### config.mk
export PLATFORM = sky130hd
export DESIGN_NAME = radix16_mac
export DESIGN_NICKNAME = d
export VERILOG_FILES = /design/src/rtl/r16_pkg.sv /design/src/rtl/r16_digit_mul.sv /design/src/rtl/r16_acc_next.sv /design/src/rtl/r16_seq.sv /design/src/rtl/radix16_mac.sv
export SDC_FILE = /design/constraint.sdc
export NUM_CORES = 1
export LEC_CHECK = 0
export BUFFER_PORTS_ARGS = -buffer_cell sky130_fd_sc_hd__buf_2
export CAP_MARGIN = 15
export CORE_MARGIN = 8
export CORE_UTILIZATION = 53
export CTS_CLUSTER_DIAMETER = 100
export CTS_CLUSTER_SIZE = 8
export DETAILED_ROUTE_END_ITERATION = 8
export PLACE_DENSITY = 0.72
export SLEW_MARGIN = 20
export SYNTH_ARGS = -nofsm -noshare
export SYNTH_HDL_FRONTEND = slang
export SYNTH_HIERARCHICAL = 1
export SYNTH_SLANG_ARGS = --single-unit
### constraint.sdc
create_clock -name clk -period 11.2 [get_ports clk]
set_input_delay 0 -clock clk [delete_from_list [all_inputs] [get_ports clk]]
set_output_delay 0 -clock clk [all_outputs]
set_load 0.02 [all_outputs]
### src/rtl/r16_pkg.sv
package r16_pkg;
  typedef enum logic {
    RUN_IDLE = 1'b0,
    RUN_BUSY = 1'b1
  } run_state_e;

  // extend a narrow value to a wider field, optionally copying its sign
  function automatic logic [23:0] widen16to24(input logic [15:0] v, input logic sgn);
    widen16to24 = {{8{sgn & v[15]}}, v};
  endfunction
endpackage

### src/rtl/r16_digit_mul.sv
module r16_digit_mul #(
  parameter int DIGIT_W = 4,
  parameter int MCAND_W = 24,
  localparam int PP_W = DIGIT_W + MCAND_W
) (
  input  logic [DIGIT_W-1:0] digit,
  input  logic               digit_signed,
  input  logic [MCAND_W-1:0] mcand,
  input  logic               mcand_signed,
  output logic [PP_W-1:0]    pp
);
  logic signed [DIGIT_W:0] d_ext;
  logic signed [MCAND_W:0] m_ext;
  logic signed [PP_W-1:0]  prod;

  always_comb begin
    d_ext = {digit_signed & digit[DIGIT_W-1], digit};
    m_ext = {mcand_signed & mcand[MCAND_W-1], mcand};
    // low PP_W bits of the product are exact modulo 2**PP_W
    prod  = PP_W'(d_ext) * PP_W'(m_ext);
    pp    = prod;
  end
endmodule

### src/rtl/r16_acc_next.sv
module r16_acc_next #(
  parameter int DIGIT_W = 4,
  parameter int HALF_W  = 24,
  localparam int PP_W  = DIGIT_W + HALF_W,
  localparam int ACC_W = 2 * HALF_W
) (
  input  logic [HALF_W-1:0]        upper,
  input  logic [HALF_W-DIGIT_W-1:0] lower_keep,
  input  logic [PP_W-1:0]          pp,
  input  logic                     signed_mode,
  output logic [ACC_W-1:0]         acc_nxt
);
  logic [PP_W-1:0] upper_ext;
  logic [PP_W-1:0] sum;

  always_comb begin
    upper_ext = {{DIGIT_W{signed_mode & upper[HALF_W-1]}}, upper};
    sum       = upper_ext + pp;
    acc_nxt   = {sum, lower_keep};
  end
endmodule

### src/rtl/r16_seq.sv
module r16_seq
  import r16_pkg::*;
#(
  parameter int STEPS = 4,
  localparam int CNT_W = (STEPS > 1) ? $clog2(STEPS) : 1
) (
  input  logic clk,
  input  logic rst_n,
  input  logic load,
  input  logic step,
  output logic busy,
  output logic done,
  output logic last,
  output logic advance
);
  run_state_e state_q, state_d;
  logic [CNT_W-1:0] cnt_q, cnt_d;
  logic done_q, done_d;

  always_comb begin
    last    = (cnt_q == CNT_W'(STEPS - 1));
    advance = (state_q == RUN_BUSY) & step & ~load;
    state_d = state_q;
    cnt_d   = cnt_q;
    done_d  = 1'b0;
    if (load) begin
      state_d = RUN_BUSY;
      cnt_d   = '0;
    end else if (advance) begin
      if (last) begin
        state_d = RUN_IDLE;
        cnt_d   = '0;
        done_d  = 1'b1;
      end else begin
        cnt_d = cnt_q + CNT_W'(1);
      end
    end
  end

  always_ff @(posedge clk or negedge rst_n) begin
    if (!rst_n) begin
      state_q <= RUN_IDLE;
      cnt_q   <= '0;
      done_q  <= 1'b0;
    end else begin
      state_q <= state_d;
      cnt_q   <= cnt_d;
      done_q  <= done_d;
    end
  end

  assign busy = (state_q == RUN_BUSY);
  assign done = done_q;
endmodule

### src/rtl/radix16_mac.sv
module radix16_mac
  import r16_pkg::*;
#(
  parameter int DIGIT_W = 4,
  parameter int MPLR_W  = 16,
  parameter int MCAND_W = 24,
  localparam int HALF_W = MCAND_W,
  localparam int ACC_W  = 2 * MCAND_W,
  localparam int PP_W   = DIGIT_W + MCAND_W,
  localparam int STEPS  = MPLR_W / DIGIT_W
) (
  input  logic               clk,
  input  logic               rst_n,
  input  logic               load_i,
  input  logic               signed_i,
  input  logic [MPLR_W-1:0]  mplr_i,
  input  logic [MCAND_W-1:0] mcand_i,
  input  logic               step_i,
  output logic [ACC_W-1:0]   acc_o,
  output logic               busy_o,
  output logic               done_o
);
  logic [ACC_W-1:0] acc_q, acc_d, acc_step, acc_load;
  logic             mode_q, mode_d;
  logic             last, advance;
  logic [PP_W-1:0]  pp;
  logic [HALF_W-1:0] mplr_ext;

  r16_seq #(.STEPS(STEPS)) u_seq (
    .clk    (clk),
    .rst_n  (rst_n),
    .load   (load_i),
    .step   (step_i),
    .busy   (busy_o),
    .done   (done_o),
    .last   (last),
    .advance(advance)
  );

  r16_digit_mul #(.DIGIT_W(DIGIT_W), .MCAND_W(MCAND_W)) u_mul (
    .digit       (acc_q[DIGIT_W-1:0]),
    .digit_signed(mode_q & last),
    .mcand       (mcand_i),
    .mcand_signed(mode_q),
    .pp          (pp)
  );

  r16_acc_next #(.DIGIT_W(DIGIT_W), .HALF_W(HALF_W)) u_next (
    .upper      (acc_q[ACC_W-1:HALF_W]),
    .lower_keep (acc_q[HALF_W-1:DIGIT_W]),
    .pp         (pp),
    .signed_mode(mode_q),
    .acc_nxt    (acc_step)
  );

  generate
    if (HALF_W > MPLR_W) begin : g_ext
      assign mplr_ext = {{(HALF_W-MPLR_W){signed_i & mplr_i[MPLR_W-1]}}, mplr_i};
    end else begin : g_noext
      assign mplr_ext = mplr_i[HALF_W-1:0];
    end
  endgenerate

  always_comb begin
    acc_load = {{HALF_W{1'b0}}, mplr_ext};
    acc_d    = acc_q;
    mode_d   = mode_q;
    if (load_i) begin
      acc_d  = acc_load;
      mode_d = signed_i;
    end else if (advance) begin
      acc_d  = acc_step;
    end
  end

  always_ff @(posedge clk or negedge rst_n) begin
    if (!rst_n) begin
      acc_q  <= '0;
      mode_q <= 1'b0;
    end else begin
      acc_q  <= acc_d;
      mode_q <= mode_d;
    end
  end

  assign acc_o = acc_q;
endmodule

==> impl_metrics.csv <==
group,metric,value,unit
die,dieWidth,140,µm
logic_synthesis,synth-seq-area-share,0.164,
detailed_routing,num_vias,6421,
die,design.core.area,15100,µm²
timing,max_slew_margin,0.320,
hold_path,min_path_type,"input port to flop",
placement,gp_congestion,0.889,
setup_path,critPathKind,"flop to flop",
setup_path,start_kind,"flop",
timing,worst_pin_slew,1020,ps
logic_synthesis,syn_area_per_cell,8.74,µm²
cts,postCtsSetupRepairBufs,0,
global_routing,grt_first_pass_wirelength,31600,µm
cts,cts_buffers,5,
finish,diodes,0,
logic_synthesis,syn-cell-area,8100,µm²
detailed_routing,drtIter0Drc,290,
cts,cts_sinks,53,
placement,place_inst,1169,
die,die_area,19500,µm²
timing,min_period,7150,ps
finish,final_area,8870,µm²
logic_synthesis,syn_inst,927,
timing,finalClockSkew,5.71,ps
die,rows,45,
finish,drive_gt1_frac,0.134,
timing,final.period_utilization,0.638,
timing,finalSetupViolations,0,
global_routing,grt_pass1_vias,6671,
timing,hold_ws,8.60,ps
setup_path,cp.arrival,7300,ps
global_routing,grt_use_met1,0.235,
logic_synthesis,ys_warn_count,6,
global_routing,grt_remaining_overflow,0,
cts,clk_pin_slew,70,ps
finish,layout.nets,1204,
finish,filler_cell_count,1399,
placement,dpl_cell_area,8530,µm²
outcome,status,"complete, no violations",
global_routing,grt_max_degree,65,
setup_path,cp-end-kind,"flop",
logic_synthesis,synth_nets,1125,
placement,place_ws,4070,ps
finish,fin_cells,1195,
logic_synthesis,synthFlopType,"dfrtp_1",
logic_synthesis,synth_edf_count,0,
global_routing,top_usage_layer,"met2",
timing,rsz0062_at_grt,"no",
setup_path,crit_required,11350,ps
cts,insertion_delay,290,ps
cts,cts_tree,"done",
global_routing,global_route.usage.met2,0.356,
finish,syn2layout_area_growth,9.45,%
cts,cts_max_level,2,
timing,fmaxAchievable,0.140,GHz
die,dieHeight,140,µm
flow_run,max-cap-violations,0,
cts,cts_root_buf,"clkbuf_16",
power_and_ir_drop,ir_worst_vdd,0.101,mV
power_and_ir_drop,pwr_density_cell,177,nW/µm²
setup_path,cp_max_fo,28,
cts,clockBufferDepth,2,
logic_synthesis,ys_seq_elements,53,
placement,port_buffers,94,
timing,setup_slack,4050,ps
timing,tns,0,ps
detailed_routing,antenna_left,0,
die,start_util,0.537,
global_routing,grt_usage,0.192,
timing,slew_violations,0,
global_routing,gr-usage-met3,0.0284,
logic_synthesis,synthArstFlopShare,1.00,
timing,final_hold_viol_count,0,
detailed_routing,drcViolationCount,0,
global_routing,antenna_found_initial,0,
detailed_routing,viasPerCell,5.37,
detailed_routing,wl_per_cell,15.1,µm
detailed_routing,wl,18100,µm
detailed_routing,drt_first_pass_iters,6,
cts,post_cts_resized,0,
die,pin_count,95,
power_and_ir_drop,power_leakage,0.00462,µW
logic_synthesis,yosysUniqueCellTypes,58,
placement,dp_hpwl,14300,µm
Yosys cell counts, types with 6 or more instances:
| cell | count | area share |
|---|---|---|
| dfrtp_1 | 53 | 0.16 |
| xor2_1 | 18 | 0.019 |
| nor2_1 | 76 | 0.035 |
| a21o_1 | 20 | 0.019 |
| buf_4 | 21 | 0.019 |
| mux2i_1 | 50 | 0.062 |
| a21oi_1 | 50 | 0.031 |
| inv_1 | 139 | 0.064 |
| nand3_1 | 7 | 0.0043 |
| ha_1 | 80 | 0.12 |
| o21a_1 | 8 | 0.0074 |
| and3_1 | 9 | 0.0069 |
| and2_1 | 95 | 0.073 |
| clkbuf_1 | 14 | 0.0065 |
| nor3_1 | 6 | 0.0037 |
| nand2b_1 | 6 | 0.0046 |
| nand2_1 | 56 | 0.026 |
| o21ai_0 | 40 | 0.025 |
| fa_1 | 73 | 0.18 |
| xnor2_1 | 32 | 0.035 |
stage by stage:
| step | total power [µW] | util |
|---|---|---|
| after CTS | 1570 | 0.588 |
| final | 1570 | 0.588 |
| after floorplan | 1150 | - |
| after detailed placement | 1400 | 0.565 |
| after global placement | 1380 | 0.565 |
| after global routing | 1730 | 0.588 |
layout by cell type (no fill, tap or decap), drive strengths merged, types with 21 or more instances in the layout:
master / synthesis / layout
xnor2: 32 / 32
buf: 30 / 98
mux2i: 50 / 50
nand2: 56 / 56
dfrtp: 53 / 53
nor2: 76 / 76
fa: 73 / 73
o21ai: 43 / 43
and2: 95 / 95
ha: 80 / 80
a21oi: 54 / 54
inv: 139 / 139
a21o: 21 / 21
power breakdown:
group	total, µW	switching, µW	internal [µW]
Combinational	1130	660	468
Clock	164	69.1	94.9
Sequential	275	45.9	229
Total	1570	775	792
final timing paths:
check,start,to,slack (ps),cells after the start
max,acc_o[3]$_DFFE_PN0P_,acc_o[45]$_DFFE_PN0P_,4050,25
min,step_i,u_seq/cnt_q[1]$_DFFE_PN0P_,9,3
max reg2reg,acc_o[3]$_DFFE_PN0P_,acc_o[45]$_DFFE_PN0P_,4050,25
min reg2reg,acc_o[28]$_DFFE_PN0P_,acc_o[28]$_DFFE_PN0P_,560,2
max in group asynchronous,rst_n,acc_o[6]$_DFFE_PN0P_,10360,3
min in group asynchronous,rst_n,acc_o[31]$_DFFE_PN0P_,360,3
critical path, cell delays in order (launching register included):
cell	delay (ps)
dfrtp_1	850
nand2_1	730
or2_2	540
fa_1	500
fa_1	430
fa_1	530
inv_1	60
ha_1	260
a21o_1	190
nand4_1	120
a21oi_1	130
o32ai_2	450
o211ai_1	130
o211ai_1	130
xnor2_1	90
ha_1	370
nand2_1	110
nor2_1	230
nand2_1	80
o21ai_0	150
a31oi_4	80
o221ai_2	240
mux2i_1	210
o221ai_1	120
mux2i_1	170
nor2_1	60
layer usage:
metal,vias to the layer above,part of all wire
met5,-,0
met4,0,0.013
met3,18,0.032
met2,112,0.52
met1,3113,0.44
li1,3178,-
sequential cells by signal (all words and copies together), names as in the netlist:
| register | cells |
|---|---|
| acc_o | 48 |
| u_seq/cnt_q | 2 |
| mode_q | 1 |
| u_seq/busy | 1 |
| u_seq/done | 1 |
final cells by class:
class / count / area, µm² / share of cell area
repair buffers: 116 / 681 / 0.0768
multi-input cells: 691 / 5950 / 0.671
well taps: 188 / 235 / 0.0265
inverters: 139 / 522 / 0.0588
clock inverters: 1 / 5.00 / 0.000564
clock buffers: 7 / 153 / 0.0172
flip-flops and latches: 53 / 1330 / 0.150
cell families after synthesis:
logic type | after synthesis | synth area share
buf+inv | 183 | 0.103
simple gates | 272 | 0.169
mux | 52 | 0.0646
flops | 53 | 0.164
xor+xnor | 50 | 0.0541
compound gates | 164 | 0.141
fa+ha+maj | 153 | 0.304
repair_timing:
item	in CTS	in global routing
endpoints found under the hold margin	70	0
hold buffers	18	0
setup endpoints to repair	0	0
Note: power is estimated with default switching activity, not from simulation.
